### config.mk
export PLATFORM = sky130hd
export DESIGN_NAME = aux_window_xlate
export DESIGN_NICKNAME = d
export VERILOG_FILES = /design/src/rtl/aux_xlate_pkg.sv /design/src/rtl/aux_page_regs.sv /design/src/rtl/aux_region_decode.sv /design/src/rtl/aux_addr_compose.sv /design/src/rtl/aux_window_xlate.sv
export SDC_FILE = /design/constraint.sdc
export NUM_CORES = 1
export LEC_CHECK = 0
export BUFFER_PORTS_ARGS = -buffer_cell sky130_fd_sc_hd__buf_2
export CAP_MARGIN = 10
export CORE_MARGIN = 1
export CORE_UTILIZATION = 27
export CTS_BUF_LIST = sky130_fd_sc_hd__clkbuf_4 sky130_fd_sc_hd__clkbuf_8
export CTS_CLUSTER_DIAMETER = 120
export CTS_CLUSTER_SIZE = 12
export DETAILED_ROUTE_END_ITERATION = 10
export PLACE_DENSITY = 0.56
export SLEW_MARGIN = 30
export SYNTH_ARGS = -nofsm -noshare
export SYNTH_HDL_FRONTEND = slang
export SYNTH_HIERARCHICAL = 1
export SYNTH_SLANG_ARGS = --single-unit
### constraint.sdc
create_clock -name clk -period 4.15 [get_ports clk]
set_input_delay 0.6225 -clock clk [delete_from_list [all_inputs] [get_ports clk]]
set_output_delay 0.6225 -clock clk [all_outputs]
set_load 0.02 [all_outputs]
### src/rtl/aux_xlate_pkg.sv
package aux_xlate_pkg;

    localparam int CPU_AW    = 16;
    localparam int BUS_AW    = 20;
    localparam int PAGE_W    = 8;
    localparam int NUM_PAGES = 4;
    localparam int REG_AW    = 3;

    localparam int BIG_OFS   = 14;
    localparam int SMALL_OFS = 12;
    localparam int IO_OFS    = 11;

    localparam int PG_LOW16  = 0;
    localparam int PG_HIGH16 = 1;
    localparam int PG_WIN0   = 2;
    localparam int PG_WIN1   = 3;

    typedef enum logic [2:0] {
        RG_LOW16  = 3'd0,
        RG_WIN0   = 3'd1,
        RG_WIN1   = 3'd2,
        RG_IOSEC  = 3'd3,
        RG_IOMAIN = 3'd4,
        RG_HOLE   = 3'd5,
        RG_HIGH16 = 3'd6
    } region_e;

    typedef struct packed {
        logic mem;
        logic io_main;
        logic io_sec;
        logic hole;
    } sel_t;

    typedef logic [NUM_PAGES-1:0][PAGE_W-1:0] page_bank_t;

    function automatic region_e classify(input logic [CPU_AW-1:0] a);
        region_e r;
        unique case (a[CPU_AW-1 -: 4])
            4'h0, 4'h1, 4'h2, 4'h3: r = RG_LOW16;
            4'h4:                   r = RG_WIN0;
            4'h5:                   r = RG_WIN1;
            4'h6:                   r = RG_IOSEC;
            4'h7:                   r = RG_IOMAIN;
            4'h8, 4'h9, 4'hA, 4'hB: r = RG_HOLE;
            default:                r = RG_HIGH16;
        endcase
        return r;
    endfunction

    function automatic sel_t region_sel(input region_e r);
        sel_t s;
        s = '0;
        unique case (r)
            RG_IOSEC:  s.io_sec  = 1'b1;
            RG_IOMAIN: s.io_main = 1'b1;
            RG_HOLE:   s.hole    = 1'b1;
            default:   s.mem     = 1'b1;
        endcase
        return s;
    endfunction

endpackage

### src/rtl/aux_page_regs.sv
module aux_page_regs
    import aux_xlate_pkg::*;
#(
    parameter int P_PAGE_W    = PAGE_W,
    parameter int P_NUM_PAGES = NUM_PAGES,
    parameter int P_REG_AW    = REG_AW
) (
    input  logic                                  clk,
    input  logic                                  rst,
    input  logic                                  wr_en,
    input  logic [P_REG_AW-1:0]                   wr_addr,
    input  logic [P_PAGE_W-1:0]                   wr_data,
    output logic [P_NUM_PAGES-1:0][P_PAGE_W-1:0]  pages
);

    for (genvar g = 0; g < P_NUM_PAGES; g++) begin : g_page
        logic hit;
        assign hit = wr_en && (wr_addr == P_REG_AW'(g));
        always_ff @(posedge clk) begin
            if (rst) begin
                pages[g] <= '0;
            end else if (hit) begin
                pages[g] <= wr_data;
            end
        end
    end

endmodule

### src/rtl/aux_region_decode.sv
module aux_region_decode
    import aux_xlate_pkg::*;
(
    input  logic [CPU_AW-1:0] cpu_addr,
    output region_e          region,
    output sel_t             sel
);

    always_comb begin
        region = classify(cpu_addr);
        sel    = region_sel(region);
    end

endmodule

### src/rtl/aux_addr_compose.sv
module aux_addr_compose
    import aux_xlate_pkg::*;
(
    input  region_e           region,
    input  logic [CPU_AW-1:0] cpu_addr,
    input  page_bank_t        pages,
    output logic [BUS_AW-1:0] bus_addr
);

    localparam int BIG_HI   = BUS_AW - BIG_OFS;
    localparam int SMALL_HI = BUS_AW - SMALL_OFS;

    logic [BUS_AW-1:0] big_low, big_high, win0, win1, io_addr;

    always_comb begin
        big_low  = {pages[PG_LOW16][PAGE_W-1 -: BIG_HI], cpu_addr[BIG_OFS-1:0]};
        big_high = {pages[PG_HIGH16][PAGE_W-1 -: BIG_HI], cpu_addr[BIG_OFS-1:0]};
        win0     = {pages[PG_WIN0][PAGE_W-1 -: SMALL_HI], cpu_addr[SMALL_OFS-1:0]};
        win1     = {pages[PG_WIN1][PAGE_W-1 -: SMALL_HI], cpu_addr[SMALL_OFS-1:0]};
        io_addr  = {{(BUS_AW-IO_OFS){1'b0}}, cpu_addr[IO_OFS-1:0]};
        unique case (region)
            RG_LOW16:            bus_addr = big_low;
            RG_HIGH16:           bus_addr = big_high;
            RG_WIN0:             bus_addr = win0;
            RG_WIN1:             bus_addr = win1;
            RG_IOSEC, RG_IOMAIN: bus_addr = io_addr;
            default:             bus_addr = '0;
        endcase
    end

endmodule

### src/rtl/aux_window_xlate.sv
module aux_window_xlate
    import aux_xlate_pkg::*;
(
    input  logic              clk,
    input  logic              rst,
    input  logic              reg_wr_en,
    input  logic [REG_AW-1:0] reg_addr,
    input  logic [PAGE_W-1:0] reg_wdata,
    input  logic [CPU_AW-1:0] cpu_addr,
    output logic [BUS_AW-1:0] bus_addr,
    output logic              mem_sel,
    output logic              io_main_sel,
    output logic              io_sec_sel,
    output logic              hole_flag
);

    page_bank_t pages;
    region_e    region;
    sel_t       sel;

    aux_page_regs u_regs (
        .clk     (clk),
        .rst     (rst),
        .wr_en   (reg_wr_en),
        .wr_addr (reg_addr),
        .wr_data (reg_wdata),
        .pages   (pages)
    );

    aux_region_decode u_dec (
        .cpu_addr (cpu_addr),
        .region   (region),
        .sel      (sel)
    );

    aux_addr_compose u_comp (
        .region   (region),
        .cpu_addr (cpu_addr),
        .pages    (pages),
        .bus_addr (bus_addr)
    );

    assign mem_sel     = sel.mem;
    assign io_main_sel = sel.io_main;
    assign io_sec_sel  = sel.io_sec;
    assign hole_flag   = sel.hole;

endmodule

==> summary.md, run 1 <==
| Metric | Value |
|---|---|
| Fin nets | `250` |
| Warnings, synthesis | `6` |
| Die area | `6961 um^2` |
| Crit share post-route | `73.49%` |
| First-pass GRT wire length | `6092 um` |
| Critical Path Max Stage Delay | `0.70 ns` |
| Clk_skew | `0 ns` |
| Vias in the first global route | `1255` |
| DR WL/cell | `12.94 um` |
| Hold Path Origin | `u_regs/pages[12]` |
| Critical path depth in cells | `6` |
| CTS max path bufs | `2` |
| Initial Util | `28.04%` |
| Final Hold Violating Endpoints | `0` |
| Die Wd | `83.44 um` |
| Maximum VDD drop | `0.09813 mV` |
| Slowest CP cell | `o21a_1` |
| Reg-to-reg startpoint | `u_regs/pages[20]` |
| Sinks on Clock Net | `28` |
| Final worst path period need | `3.050 ns` |
| CTS Buf Count | `3` |
| Max_slew headroom | `44.00%` |
| DP HPWL | `2661 um` |
| CP Data Required Time | `3.53 ns` |
| Mapped Nets | `205` |
| Initial DRC count | `52` |
| Cell Pwr Density | `268.3 nW/um^2` |
| Max Slew Vio Count | `0` |
| Gr ovfl total | `0` |
| Leak Pwr | `1.008 nW` |
| RSZ-0062 raised after global routing | `false` |
| DRT Wirelength | `3818 um` |
| HP Class | `register to register` |
| Vias | `1385` |
| Mean Syn Cell Area | `10.29 um^2` |
| Post-CTS Hold Buffers | `0` |
| Largest net degree at the start of global routing | `37` |
| Max FFs per register | `28` |
| Worst Max-Slew Pin Slew | `0.8400 ns` |
| FMAX | `327.9 MHz` |
| CP top delay family | `compound AO/OA/AOI/OAI gates` |
| Post-cts resize count | `0` |
| Design Area, Final | `2116 um^2` |
| Worst-path clk slew | `0.09 ns` |
| DRT Pass-1 Iters | `4` |
| # diodes | `0` |
| CP Capture Point | `bus_addr[18]` |
| Drc violations | `0` |
| Cell count of the worst reg-to-reg path | `2` |
| Core ar. | `6386 um^2` |
| End of the worst register-to-register path | `u_regs/pages[20]` |
| Post-CTS Repair Setup Buffers | `0` |
| Cell mode on critical path | `buf_2` |
| CP Launch Point | `cpu_addr[12]` |
| Number of vias per cell | `4.695` |
| I/O pin cnt | `54` |
| Share of cells above drive strength 1 | `33.49%` |
| CTS Root Cell | `clkbuf_8` |
| WP data arrival | `2.43 ns` |
| CTS tree | `yes` |
| I/O Buffers | `53` |
| Worst setup EP type | `primary output` |
| Antenna Nets Post-Route | `0` |
| GRT Util Overall | `10.77%` |
| Worst skew pair latency | `0.27 ns` |
| Area Growth Syn to Fin | `18.17%` |
| Worst setup SP type | `input pin` |
| R2r setup slk | `3.54 ns` |
| CTS H-tree lvls | `1` |
| Status | `complete, no violations` |
| Setup violators final | `0` |
| Gate Count Post-Synth | `174` |
| Fin Setup TNS | `0 ns` |
| Crit-path cells | `buf_2, ha_1, o21a_1, or2_4, o211ai_2, buf_2` |
| Row count | `29` |
| CP Max Fanout | `22` |
| Max cap viols | `0` |
| Antenna violations before repair | `0` |
| WS Path Type | `input pin to primary output` |
| Synth Cell Area | `1790 um^2` |
| Routability cong. | `0.6936` |
| Area after DPL | `2061 um^2` |
| Biggest register | `u_regs/pages` |
| DIE HEIGHT | `83.44 um` |
| Crit path buffers/inverters | `2` |
| Biggest regs | `u_regs/pages: 28 flops` |
## power by group
| part | switching, mW | internal (mW) | leakage, nW |
|---|---|---|---|
| registers | 0.00289 | 0.274 | 0.227 |
| clock network | 0.0822 | 0.0848 | 0.0288 |
| logic | 0.0683 | 0.0550 | 0.752 |
## per-stage QoR
step | power [mW] | worst slack (ns) | std cells | hold WS, ns | util [%]
floorplan | 0.3737 | 1.666 | 174 | 0.4486 | -
finish | 0.5676 | 1.100 | 295 | 0.4791 | 33.13
global route | 0.5990 | 1.008 | 295 | 0.4987 | 33.13
global placement | 0.4068 | 1.152 | 291 | 0.4588 | 32.27
CTS | 0.5788 | 1.103 | 295 | 0.4840 | 33.13
detailed placement | 0.4083 | 1.110 | 291 | 0.4689 | 32.27
## layer usage
layer | vias up | part of all wire, % | track usage (%) | wire length [um]
met5 | - | 0 | 0 | 0
met4 | 0 | 0.58 | 3.236 | 22
met3 | 2 | 5.3 | 1.789 | 201
met2 | 42 | 44 | 16.99 | 1669
met1 | 630 | 50 | 15.06 | 1925
li1 | 711 | - | - | -
## layout make-up
class / instances / area [um^2]
fill: 673 / 4270
multi-input combinational: 129 / 1116
sequential: 28 / 560.5
timing repair buffer: 55 / 280.3
tap: 77 / 96.34
clock buffer: 4 / 55.05
inverter: 2 / 7.507
## worst min-delay path by stage
stage	slack (ns)	depth (start not counted)	endpoint
2_1_floorplan	0.45	2	u_regs/pages[10]
3_3_place_gp	0.46	2	u_regs/pages[10]
3_5_place_dp	0.47	2	u_regs/pages[27]
4_1_cts	0.48	2	u_regs/pages[10]
5_1_grt	0.50	2	u_regs/pages[11]
6_report	0.48	2	u_regs/pages[12]
## worst min-delay path, cell delays in order, from the launching register on
cell	delay (ns)
dfxtp_1	0.32
nand2b_1	0.06
mux2i_1	0.06
## cells in the final DEF (no fill, tap or decap), types with 2 or more instances in the layout
cell / instances
nand4bb_1: 11
dfxtp_1: 28
buf_2: 53
nor2_1: 2
inv_1: 2
nand2b_1: 38
and2_1: 11
buf_4: 2
nand4b_1: 9
o211ai_2: 8
clkbuf_8: 4
or2_4: 2
mux2i_1: 36
Power figures use the tool's default switching activity.
==> inputs of run 2 (changes only) <==
--- a/config.mk
+++ b/config.mk
@@ -13,7 +13,7 @@
 export CTS_CLUSTER_DIAMETER = 120
 export CTS_CLUSTER_SIZE = 12
 export DETAILED_ROUTE_END_ITERATION = 10
-export PLACE_DENSITY = 0.56
+export PLACE_DENSITY = 0.57
 export SLEW_MARGIN = 30
 export SYNTH_ARGS = -nofsm -noshare
 export SYNTH_HDL_FRONTEND = slang
==> constraint.sdc (replaced) <==
create_clock -name clk -period 2.7 [get_ports clk]
set_input_delay 0.405 -clock clk [delete_from_list [all_inputs] [get_ports clk]]
set_output_delay 0.405 -clock clk [all_outputs]
set_load 0.02 [all_outputs]
==> run 2 against run 1 <==
Register-to-register slack got worse by 1.5 ns; via count is 0.29% higher; cell count rose by 1.0%; routed wire length up 3.0%; largest cell class unchanged; clock power increased by 59%; combinational power rose by 59%; first-iteration DRC count grew 25%; global-route usage grew 0.64 points.
==> summary.md, run 2 (synthesized netlist as in run 1, its figures left out) <==
| Metric | Value |
|---|---|
| WS Path Type | `input pin to primary output` |
| CP Max Fanout | `10` |
| CTS max path bufs | `2` |
| WP data arrival | `1.89 ns` |
| First-pass GRT wire length | `6465 um` |
| HP Class | `input pin to register` |
| FMAX | `435.3 MHz` |
| Area after DPL | `2083 um^2` |
| Maximum VDD drop | `0.2340 mV` |
| DP HPWL | `2784 um` |
| Largest net degree at the start of global routing | `37` |
| I/O Buffers | `53` |
| Slowest CP cell | `ha_1` |
| Cell Pwr Density | `415.1 nW/um^2` |
| Share of cells above drive strength 1 | `34.39%` |
| Crit share post-route | `85.08%` |
| Fin util | `33.48%` |
| Worst setup SP type | `input pin` |
| DR WL/cell | `13.20 um` |
| Post-CTS Repair Setup Buffers | `0` |
| Max_slew headroom | `54.35%` |
| Post-CTS Hold Buffers | `0` |
| Cells after DPL | `294` |
| Crit-path cells | `buf_2, ha_1, o21a_1, buf_4, nand4bb_2, o211ai_2, buf_2` |
| DIE HEIGHT | `83.44 um` |
| Fin Setup TNS | `0 ns` |
| Antenna Nets Post-Route | `0` |
| Worst Max-Slew Pin Slew | `0.6808 ns` |
| Final Hold Violating Endpoints | `0` |
| Final std cells w/o fill | `298` |
| Worst skew pair latency | `0.28 ns` |
| Design Area, Final | `2138 um^2` |
| Number of vias per cell | `4.661` |
| Fin nets | `253` |
| Routability cong. | `0.7246` |
| I/O pin cnt | `54` |
| Core ar. | `6386 um^2` |
| DRT Pass-1 Iters | `4` |
| Cell mode on critical path | `buf_2` |
| Vias | `1389` |
| RSZ-0062 raised after global routing | `false` |
| Biggest register | `u_regs/pages` |
| Max cap viols | `0` |
| Leak Pwr | `1.022 nW` |
| Vias in the first global route | `1344` |
| Row count | `29` |
| Initial Util | `28.04%` |
| CP top delay family | `buffers and inverters` |
| CTS Buf Count | `3` |
| CP Data Required Time | `2.30 ns` |
| Max Slew Vio Count | `0` |
| Drc violations | `0` |
| Area Growth Syn to Fin | `19.43%` |
| Biggest regs | `u_regs/pages: 28 flops` |
| Initial DRC count | `65` |
| Gr ovfl total | `0` |
| Critical Path Max Stage Delay | `0.36 ns` |
| Die Wd | `83.44 um` |
| Clk_skew | `0 ns` |
| Crit path buffers/inverters | `3` |
| Sinks on Clock Net | `28` |
| Antenna violations before repair | `0` |
| Max FFs per register | `28` |
| CTS Root Cell | `clkbuf_8` |
| DRT Wirelength | `3934 um` |
| # diodes | `0` |
| Worst-path clk slew | `0.09 ns` |
| Status | `complete, no violations` |
| Most common cell after layout, fill and taps aside | `buf_2` |
| CTS H-tree lvls | `1` |
| GRT Util Overall | `11.41%` |
| Final worst path period need | `2.297 ns` |
| Most frequent cells in the layout | `buf_2 (53), nand2b_1 (38), mux2i_1 (36)` |
| Worst setup EP type | `primary output` |
| CTS tree | `yes` |
| R2r setup slk | `2.08 ns` |
| Die area | `6961 um^2` |
| Setup violators final | `0` |
| Post-cts resize count | `0` |
[run 2: layout make-up]
type | count | area [um^2]
Sequential cell | 28 | 560.5
Clock buffer | 4 | 55.05
Timing Repair Buffer | 58 | 302.8
Inverter | 2 | 7.507
Multi-Input combinational cell | 129 | 1116
Fill cell | 668 | 4248
Tap cell | 77 | 96.34
[run 2: worst min-delay path: cells and delay by family]
| family | cells | cell delay (ns) |
|---|---|---|
| buffers and inverters | 1 | 0.09 |
| and+or+nand+nor | 1 | 0.08 |
| muxes | 1 | 0.07 |
[run 2: where the power goes]
group	total, mW	internal (mW)	switching (mW)	leakage, nW
logic	0.195	0.0881	0.107	0.767
registers	0.427	0.422	0.00468	0.227
clock network	0.266	0.131	0.135	0.0288
total	0.888	0.641	0.247	1.02
[run 2: worst paths after layout]
kind / to / startpoint / depth (start not counted)
hold reg to reg: u_regs/pages[12] / u_regs/pages[12] / 2
setup / recovery: bus_addr[16] / cpu_addr[12] / 7
hold / removal: u_regs/pages[16] / reg_wdata[0] / 3
setup reg to reg: u_regs/pages[4] / u_regs/pages[4] / 2
[run 2: through the flow]
step                power (mW)  hold WS (ns)  setup slack (ns)
floorplan               0.5743        0.4486            0.6507
global placement        0.6302        0.4620            0.4335
detailed placement      0.6317        0.4647            0.4023
CTS                     0.8936        0.4213            0.3997
global route            0.9253        0.4282            0.2550
finish                  0.8876        0.4193            0.4028
[run 2: routing by layer]
metal | up-vias | GRT usage [%] | share of wire [%]
met2 | 47 | 17.73 | 40
met4 | 0 | 4.160 | 1.4
li1 | 712 | - | -
met3 | 4 | 1.789 | 5.7
met1 | 626 | 15.93 | 52
met5 | - | 0 | 0
